--- config.mk ---
export PLATFORM = sky130hd
export DESIGN_NAME = store_wait_predictor
export DESIGN_NICKNAME = d
export VERILOG_FILES = /design/src/rtl/swp_pkg.sv /design/src/rtl/swp_clear_timer.sv /design/src/rtl/swp_bit_table.sv /design/src/rtl/swp_issue_gate.sv /design/src/rtl/store_wait_predictor.sv
export SDC_FILE = /design/constraint.sdc
export NUM_CORES = 2
export LEC_CHECK = 0
export BUFFER_PORTS_ARGS = -buffer_cell sky130_fd_sc_hd__buf_2
export CORE_MARGIN = 2
export CORE_UTILIZATION = 50
export DETAILED_ROUTE_END_ITERATION = 8
export GPL_ROUTABILITY_DRIVEN = 0
export PLACE_DENSITY_LB_ADDON = 0.3
export SLEW_MARGIN = 20
export SYNTH_ARGS = -nofsm -noshare
export SYNTH_HDL_FRONTEND = slang
export SYNTH_SLANG_ARGS = --single-unit
--- constraint.sdc ---
create_clock -name clk -period 3 [get_ports clk]
set_input_delay 0.75 -clock clk [delete_from_list [all_inputs] [get_ports clk]]
set_output_delay 0.75 -clock clk [all_outputs]
set_load 0.02 [all_outputs]
--- src/rtl/swp_pkg.sv ---
package swp_pkg;
  // Default geometry of the predictor
  localparam int SWP_PC_W       = 32;
  localparam int SWP_IDX_LSB    = 2;   // 4-byte instructions
  localparam int SWP_IDX_W      = 10;  // 1024 slots
  localparam int SWP_CLEAR_IVL  = 16384;
endpackage

--- src/rtl/swp_clear_timer.sv ---
module swp_clear_timer #(
  parameter int INTERVAL = 16384
) (
  input  logic clk,
  input  logic rst,
  output logic clear_now
);
  localparam int CW = (INTERVAL > 1) ? $clog2(INTERVAL) : 1;
  localparam logic [CW-1:0] LAST = CW'(INTERVAL - 1);

  logic [CW-1:0] cnt;

  assign clear_now = (cnt == LAST);

  always_ff @(posedge clk) begin
    if (rst)            cnt <= '0;
    else if (clear_now) cnt <= '0;
    else                cnt <= cnt + 1'b1;
  end

  assert_cnt_range_R6: assert property (@(posedge clk) disable iff (rst)
    cnt <= LAST);

  generate
    if (INTERVAL > 1) begin : g_gap
      assert_clear_gap_R6: assert property (@(posedge clk) disable iff (rst)
        clear_now |=> !clear_now);
    end
  endgenerate
endmodule

--- src/rtl/swp_bit_table.sv ---
module swp_bit_table #(
  parameter int IDX_W = 10
) (
  input  logic             clk,
  input  logic             rst,
  input  logic             clr,
  input  logic             set_en,
  input  logic [IDX_W-1:0] set_idx,
  input  logic             rd_en,
  input  logic [IDX_W-1:0] rd_idx,
  output logic             rd_vld,
  output logic             rd_bit
);
  localparam int DEPTH = 1 << IDX_W;

  logic [DEPTH-1:0] bits;
  logic             hit_same;

  assign hit_same = set_en && (set_idx == rd_idx);

  always_ff @(posedge clk) begin
    if (rst || clr)  bits <= '0;
    else if (set_en) bits[set_idx] <= 1'b1;
  end

  // Read reflects this edge's update: clear first, then training
  always_ff @(posedge clk) begin
    if (rst) begin
      rd_vld <= 1'b0;
      rd_bit <= 1'b0;
    end else begin
      rd_vld <= rd_en;
      rd_bit <= rd_en && !clr && (bits[rd_idx] || hit_same);
    end
  end

  assert_clear_empties_R6: assert property (@(posedge clk) disable iff (rst)
    clr |=> (bits == '0));

  assert_set_sticks_R4: assert property (@(posedge clk) disable iff (rst)
    (set_en && !clr) |=> bits[$past(set_idx)]);

  assert_clear_read_zero_R7: assert property (@(posedge clk) disable iff (rst)
    (rd_en && clr) |=> !rd_bit);

  assert_bypass_R5: assert property (@(posedge clk) disable iff (rst)
    (rd_en && set_en && !clr && (rd_idx == set_idx)) |=> rd_bit);

  assert_rsp_follows_R2: assert property (@(posedge clk) disable iff (rst)
    rd_en |=> rd_vld);
endmodule

--- src/rtl/swp_issue_gate.sv ---
module swp_issue_gate (
  input  logic clk,
  input  logic rst,
  input  logic ld_valid,
  input  logic ld_flag,
  input  logic older_done,
  output logic hold
);
  assign hold = ld_valid && ld_flag && !older_done;

  assert_hold_waits_stores_R8: assert property (@(posedge clk) disable iff (rst)
    hold |-> !older_done);
endmodule

--- src/rtl/store_wait_predictor.sv ---
module store_wait_predictor
  import swp_pkg::*;
#(
  parameter int PC_W           = SWP_PC_W,
  parameter int IDX_LSB        = SWP_IDX_LSB,
  parameter int IDX_W          = SWP_IDX_W,
  parameter int CLEAR_INTERVAL = SWP_CLEAR_IVL
) (
  input  logic            clk,
  input  logic            rst,
  input  logic            lookup_valid,
  input  logic [PC_W-1:0] lookup_pc,
  output logic            lookup_rsp_valid,
  output logic            lookup_rsp_wait,
  input  logic            train_valid,
  input  logic [PC_W-1:0] train_pc,
  input  logic            iq_load_valid,
  input  logic            iq_load_flag,
  input  logic            iq_older_st_done,
  output logic            iq_hold
);
  localparam int IDX_MSB = IDX_LSB + IDX_W - 1;

  logic             clear_now;
  logic [IDX_W-1:0] rd_idx;
  logic [IDX_W-1:0] wr_idx;

  assign rd_idx = lookup_pc[IDX_MSB:IDX_LSB];
  assign wr_idx = train_pc[IDX_MSB:IDX_LSB];

  // PC bits outside the index slice carry no information here
  logic unused_pc_bits;
  assign unused_pc_bits = ^{lookup_pc, train_pc};

  swp_clear_timer #(.INTERVAL(CLEAR_INTERVAL)) u_timer (
    .clk       (clk),
    .rst       (rst),
    .clear_now (clear_now)
  );

  swp_bit_table #(.IDX_W(IDX_W)) u_table (
    .clk     (clk),
    .rst     (rst),
    .clr     (clear_now),
    .set_en  (train_valid),
    .set_idx (wr_idx),
    .rd_en   (lookup_valid),
    .rd_idx  (rd_idx),
    .rd_vld  (lookup_rsp_valid),
    .rd_bit  (lookup_rsp_wait)
  );

  swp_issue_gate u_gate (
    .clk        (clk),
    .rst        (rst),
    .ld_valid   (iq_load_valid),
    .ld_flag    (iq_load_flag),
    .older_done (iq_older_st_done),
    .hold       (iq_hold)
  );

  assert_no_rsp_without_lookup_R2: assert property (@(posedge clk) disable iff (rst)
    !lookup_valid |=> !lookup_rsp_valid);

  assert_rsp_flag_needs_valid_R1: assert property (@(posedge clk) disable iff (rst)
    lookup_rsp_wait |-> lookup_rsp_valid);
endmodule

After elaboration in Yosys (flattened, before gate mapping)
Index checks and enable logic that the tools add are counted.

Register bits after elaboration: 1040. Word-level logic and storage cells: 26. Input port bits: 71.

Equal/unequal tests: 2. Reductions and logical operators: 11. $add $sub $neg: 1. Bitwise operators: 1. Order comparisons: 3. Muxes and demuxes: 4.

Operators by type and width (count): $or A1024 B1024 Y1024 (1); $lt A10 B11 Y1 const B (2); $add A14 B1 Y14 const B (1); $eq A14 B14 Y1 const B (1); $bmux W1 S10 (1); $demux W1 S10 (1); $eq A10 B10 Y1 (1); $ge A10 B1 Y1 const B (1); $logic_and A1 B1 Y1 (6); $logic_not A1 Y1 (2); $logic_or A1 B1 Y1 (2); $mux W1 (2); $reduce_or A2 Y1 (1).

Depth between registers and ports, before layout
Depth in word-level cells: 5. Depth in mapped cells: 14. Gate-level depth less buffers: 8.

Hierarchy
A second synthesis with hierarchy kept.

Cell total of the unflattened synthesis: 4339. Area total of the unflattened synthesis: 40790.4 um2.

Modules (own cells, without submodules): swp_bit_table (seq. area each 20539.7 um2, cells an instance 4274, area each 40089.7 um2, instances 1); swp_clear_timer (seq. area each 280.3 um2, cells an instance 64, area each 691.9 um2, instances 1); swp_issue_gate (seq. area each 0.0 um2, cells an instance 1, area each 8.8 um2, instances 1).

Worst setup path before layout
Ideal clock, no wire load.

Path type: input-to-reg. From: in lookup_pc[3]. To: reg u_table.rd_bit. Buffers on the path: 3. Library setup time: 0.133 ns. Setup slack: -0.126 ns. Arrival time: 2.993 ns. Stages: 11. Cells stage by stage: buf_2 > buf_2 > buf_1 > mux4_2 > mux4_2 > nand2_1 > a21oi_1 > a211oi_1 > nor2_1 > a22oi_2 > o41ai_2.

Word-level cells in the longest chain between the ends: 4. Elaborated cells on any way between the ends: 6. Classes of those cells: eq/ne (1); mux (2); reduce/logical (3).

Ends and longest elaborated chain: from (decl) (RTL line store_wait_predictor.sv:12) `input logic [PC_W-1:0] lookup_pc,`; $bmux W1 S10 or $eq A10 B10 Y1 (tied branches) (RTL line swp_bit_table.sv:33, swp_bit_table.sv:19); $mux W1 (not written as such) or $logic_and A1 B1 Y1 (tied branches) (RTL line swp_bit_table.sv:33, swp_bit_table.sv:19); $logic_or A1 B1 Y1 (*) (RTL line swp_bit_table.sv:33) `rd_bit <= rd_en && !clr && (bits[rd_idx] || hit_same);`; $logic_and A1 B1 Y1 (*) (RTL line swp_bit_table.sv:33); to (signal assigned) (RTL line swp_bit_table.sv:33); to (decl) (RTL line swp_bit_table.sv:12) `output logic rd_bit`.

Mark *: on every way between the ends. The rest lies on a longest branch, timed or not. The select of a mux whose other input is x is not followed. A chain may end at the register's enable or synchronous reset.

Worst setup path in the final report
From: in lookup_pc[2]. To: reg u_table.rd_bit.

The elaborated chain is that of the path after synthesis.

==> summary.txt <==
Worst hold path
  • Hold depth: 2
  • Hold path startpoint: rst
  • Worst Hold Class: in -> reg
  • Hold Crit Endpoint: u_timer.cnt[8]

Routing
  • Average wire per standard cell: 23.1 µm
  • # DRC: 0
  • DR vias/cell: 6.08
  • Detailed Route Iter0 Violations: 4045
  • Final Routed Wirelength: 126 mm
  • Antenna Nets Post-Route: 0
  • Vias: 33237
  • First-pass detailed-route iteration total: 8

Worst setup path
  • Critical path type: in -> reg
  • CP startpoint kind: input port
  • Slowest stage delay, CP: 0.50 ns
  • Crit path arrival time: 3.42 ns
  • R2R Path End: u_table.rd_bit
  • R2r setup slk: 0.45 ns
  • Cells along the critical path: buf_8 -> buf_12 -> buf_4 -> xnor2_1 -> nand4_1 -> nor3_1 -> buf_4 -> a211o_1 -> nor4_1 -> nor3_1 -> a22oi_2 -> o41ai_2
  • CP required: 3.57 ns
  • Worst r2r src: u_table.bits[259]
  • Peak fanout along the critical path: 29
  • Max stage delay cell, worst path: nor3_1
  • R2R cell count: 8
  • Crit. End Element: register

CTS
  • Clock Latency Late Sink: 0.68 ns
  • Total CTS buffers: 104
  • Root Driver: clkbuf_16
  • Clock-pin slew of the registers on the worst-case setup and hold paths: 0.06 ns
  • Hold-fix buffers at CTS: 0
  • H-tree depth: 3
  • CTS Buffer Depth: 3
  • Clock tree sinks: 1040
  • Post-CTS Setup Repair Bufs: 0
  • TritonCTS clock tree: yes
  • Post_cts resized: 0

Yosys
  • Post-synth EDFFs: 0
  • Post-Syn Area: 40700 µm²
  • Asr flop ratio synth: 0%
  • Yosys warnings: 0
  • Synth cell types: 62
  • Dominant synthesized flop cell: dfxtp_1
  • Post-synth top area share: 51.2%
  • Top post-synthesis cells by area: dfxtp_1, a21oi_1, mux4_2
  • Syn Area/Cell: 9.41 µm²
  • FF+latch count, synth: 1040
  • Largest area contributor in the netlist: dfxtp_1
  • Post-synth net total: 4396
  • Seq/Total Area, Yosys: 51.2%
  • Syn Inst Count: 4324

Floorplan
  • # IOs: 74
  • Chip Width: 289 µm
  • Core footprint: 80500 µm²
  • Die ar.: 83700 µm²
  • Initial Utilization: 50.5%
  • Rows: 104
  • Die Y-Extent: 289 µm

Run
  • Max Cap Viol: 0

STA
  • Crit share post-route: 94.9%
  • Setup TNS Final: 0 ns
  • Fmax: 351 MHz
  • Minimum clock period: 2.85 ns
  • Final Setup Violations: 0
  • Endpoints failing hold: 0
  • RSZ-0062 raised after global routing: false
  • Slew HR: 39.8%
  • Pins over their slew limit: 0
  • Clock skew: 0.0288 ns
  • Worst-margin pin slew: 0.900 ns

Layout
  • Share of cells above drive strength 1: 17.9%
  • Synthesis-to-layout area growth: 16.0%
  • Final nets: 4396
  • N_diodes: 0

Placement
  • DPL Wire Length: 73.1 mm
  • Port Buffer Count: 29

Power and ir drop
  • Total power: 28.8 mW
  • Cell Pwr Density: 611 nW/µm²
  • Static leakage: 17.5 nW
  • IR drop worst, VDD: 0.000428 V

GRT
  • First-pass GRT wire length: 190 mm
  • Pin count of the biggest net entering global routing: 97
  • Global route total overflow: 0
  • All-Layer GR Usage: 29.7%
  • Initial antenna violation count: 0
  • Vias in the first global route: 31225

Run status
  • Status: complete, no violations
-- routing by layer --
layer / routed length (µm) / up-vias / track usage, %
met4: 4450 / 0 / 11.0
met1: 52900 / 16268 / 41.4
met5: 0 / - / 0
li1: - / 15043 / -
met2: 57500 / 1626 / 46.8
met3: 11300 / 300 / 4.52
-- cells in the final DEF, fill, tap and decap left out, types with 10 or more instances in the layout --
| master | n |
|---|---|
| buf_2 | 27 |
| a2111oi_0 | 10 |
| clkbuf_1 | 19 |
| nand2_1 | 67 |
| o21ai_0 | 17 |
| a21oi_1 | 1049 |
| a31oi_1 | 12 |
| and2_2 | 32 |
| a22oi_1 | 11 |
| buf_4 | 202 |
| clkbuf_16 | 107 |
| clkbuf_8 | 22 |
| mux2i_1 | 90 |
| o221ai_1 | 28 |
| a211oi_1 | 10 |
| nand4_1 | 11 |
| dfxtp_1 | 1040 |
| bufinv_16 | 10 |
| buf_12 | 80 |
| clkinv_2 | 21 |
| o22ai_1 | 16 |
| nand3_1 | 25 |
| mux4_2 | 227 |
| nor2_1 | 1087 |
| xnor2_1 | 12 |
| nor2_2 | 30 |
| nor3_1 | 15 |
| nand2b_1 | 12 |
-- logic make-up after synthesis --
kind of cell	synth area share, %
adder cells (fa/ha/maj)	0.0307
AND/OR/NAND/NOR	13.0
multiplexers	15.4
flip-flops	51.2
buffers and inverters	4.47
XOR/XNOR	0.409
AO/OA/AOI/OAI	15.5
-- worst max-delay path: cells and delay by family --
family,cells,cell delay (ns)
simple gates,4,1.06
xor+xnor,1,0.14
buf+inv,4,1.04
compound gates,3,0.36
-- flip-flops by register name, indices dropped and copies added, names as in the netlist --
name and flops:
u_table.rd_vld 1, u_timer.cnt 14, u_table.rd_bit 1, u_table.bits 1024
-- power breakdown --
part,internal [mW],total [mW],switching [mW]
clock,7.93,13.5,5.54
sequential,13.8,13.8,0.00930
combinational,0.538,1.54,1.00
-- cell type report --
| cell class | count | area [µm²] |
|---|---|---|
| Inverter | 9 | 33.8 |
| Clock buffer | 148 | 3050 |
| Fill cell | 6748 | 33400 |
| Sequential cell | 1040 | 20800 |
| Clock inverter | 41 | 495 |
| Tap cell | 1060 | 1330 |
| Multi-Input combinational cell | 2858 | 18200 |
| Timing Repair Buffer | 311 | 3280 |
-- through the flow --
stage | cells | util [%] | setup slack (ns) | cell area (µm²) | hold slack, ns
floorplan | 4324 | - | 0.00116 | 40700 | 0.413
global placement | 5278 | 54.2 | -0.458 | 43600 | 0.422
detailed placement | 5278 | 54.2 | -0.451 | 43600 | 0.448
CTS | 5467 | 58.6 | 0.237 | 47200 | 0.282
global route | 5467 | 58.6 | 0.0123 | 47200 | 0.302
finish | 5467 | 58.6 | 0.152 | 47200 | 0.302
-- how the worst max path moves through the flow --
stage	startpoint	endpoint	slack [ns]	cells past startpoint
after CTS	lookup_pc[2]	u_table.rd_bit	0.24	9
after detailed placement	lookup_pc[2]	u_table.rd_bit	-0.45	9
after global placement	lookup_pc[2]	u_table.rd_bit	-0.46	9
after global routing	lookup_pc[2]	u_table.rd_bit	0.01	12
after floorplan	lookup_pc[2]	u_table.rd_bit	0.001	10
final	lookup_pc[2]	u_table.rd_bit	0.15	12
-- cell usage after synthesis, types with 4 or more instances --
| cell | number |
|---|---|
| nor2_1 | 1117 |
| a21oi_1 | 1049 |
| dfxtp_1 | 1040 |
| clkbuf_1 | 351 |
| mux4_2 | 227 |
| mux2i_1 | 90 |
| nand2_1 | 67 |
| and2_1 | 35 |
| o221ai_1 | 28 |
| buf_2 | 26 |
| nand3_1 | 25 |
| nor3_1 | 17 |
| o21ai_0 | 17 |
| buf_4 | 16 |
| o22ai_1 | 16 |
| a31oi_1 | 12 |
| nand2b_1 | 12 |
| xnor2_1 | 12 |
| a22oi_1 | 11 |
| buf_1 | 11 |
| nand4_1 | 11 |
| a2111oi_0 | 10 |
| a211oi_1 | 10 |
| buf_6 | 9 |
| nand3b_1 | 9 |
| nor2b_1 | 9 |
| inv_1 | 8 |
| mux4_1 | 8 |
| xor2_1 | 7 |
| a221oi_1 | 6 |
| or3_1 | 5 |
| and3_1 | 4 |
| mux2_2 | 4 |
Power figures use the tool's default switching activity.
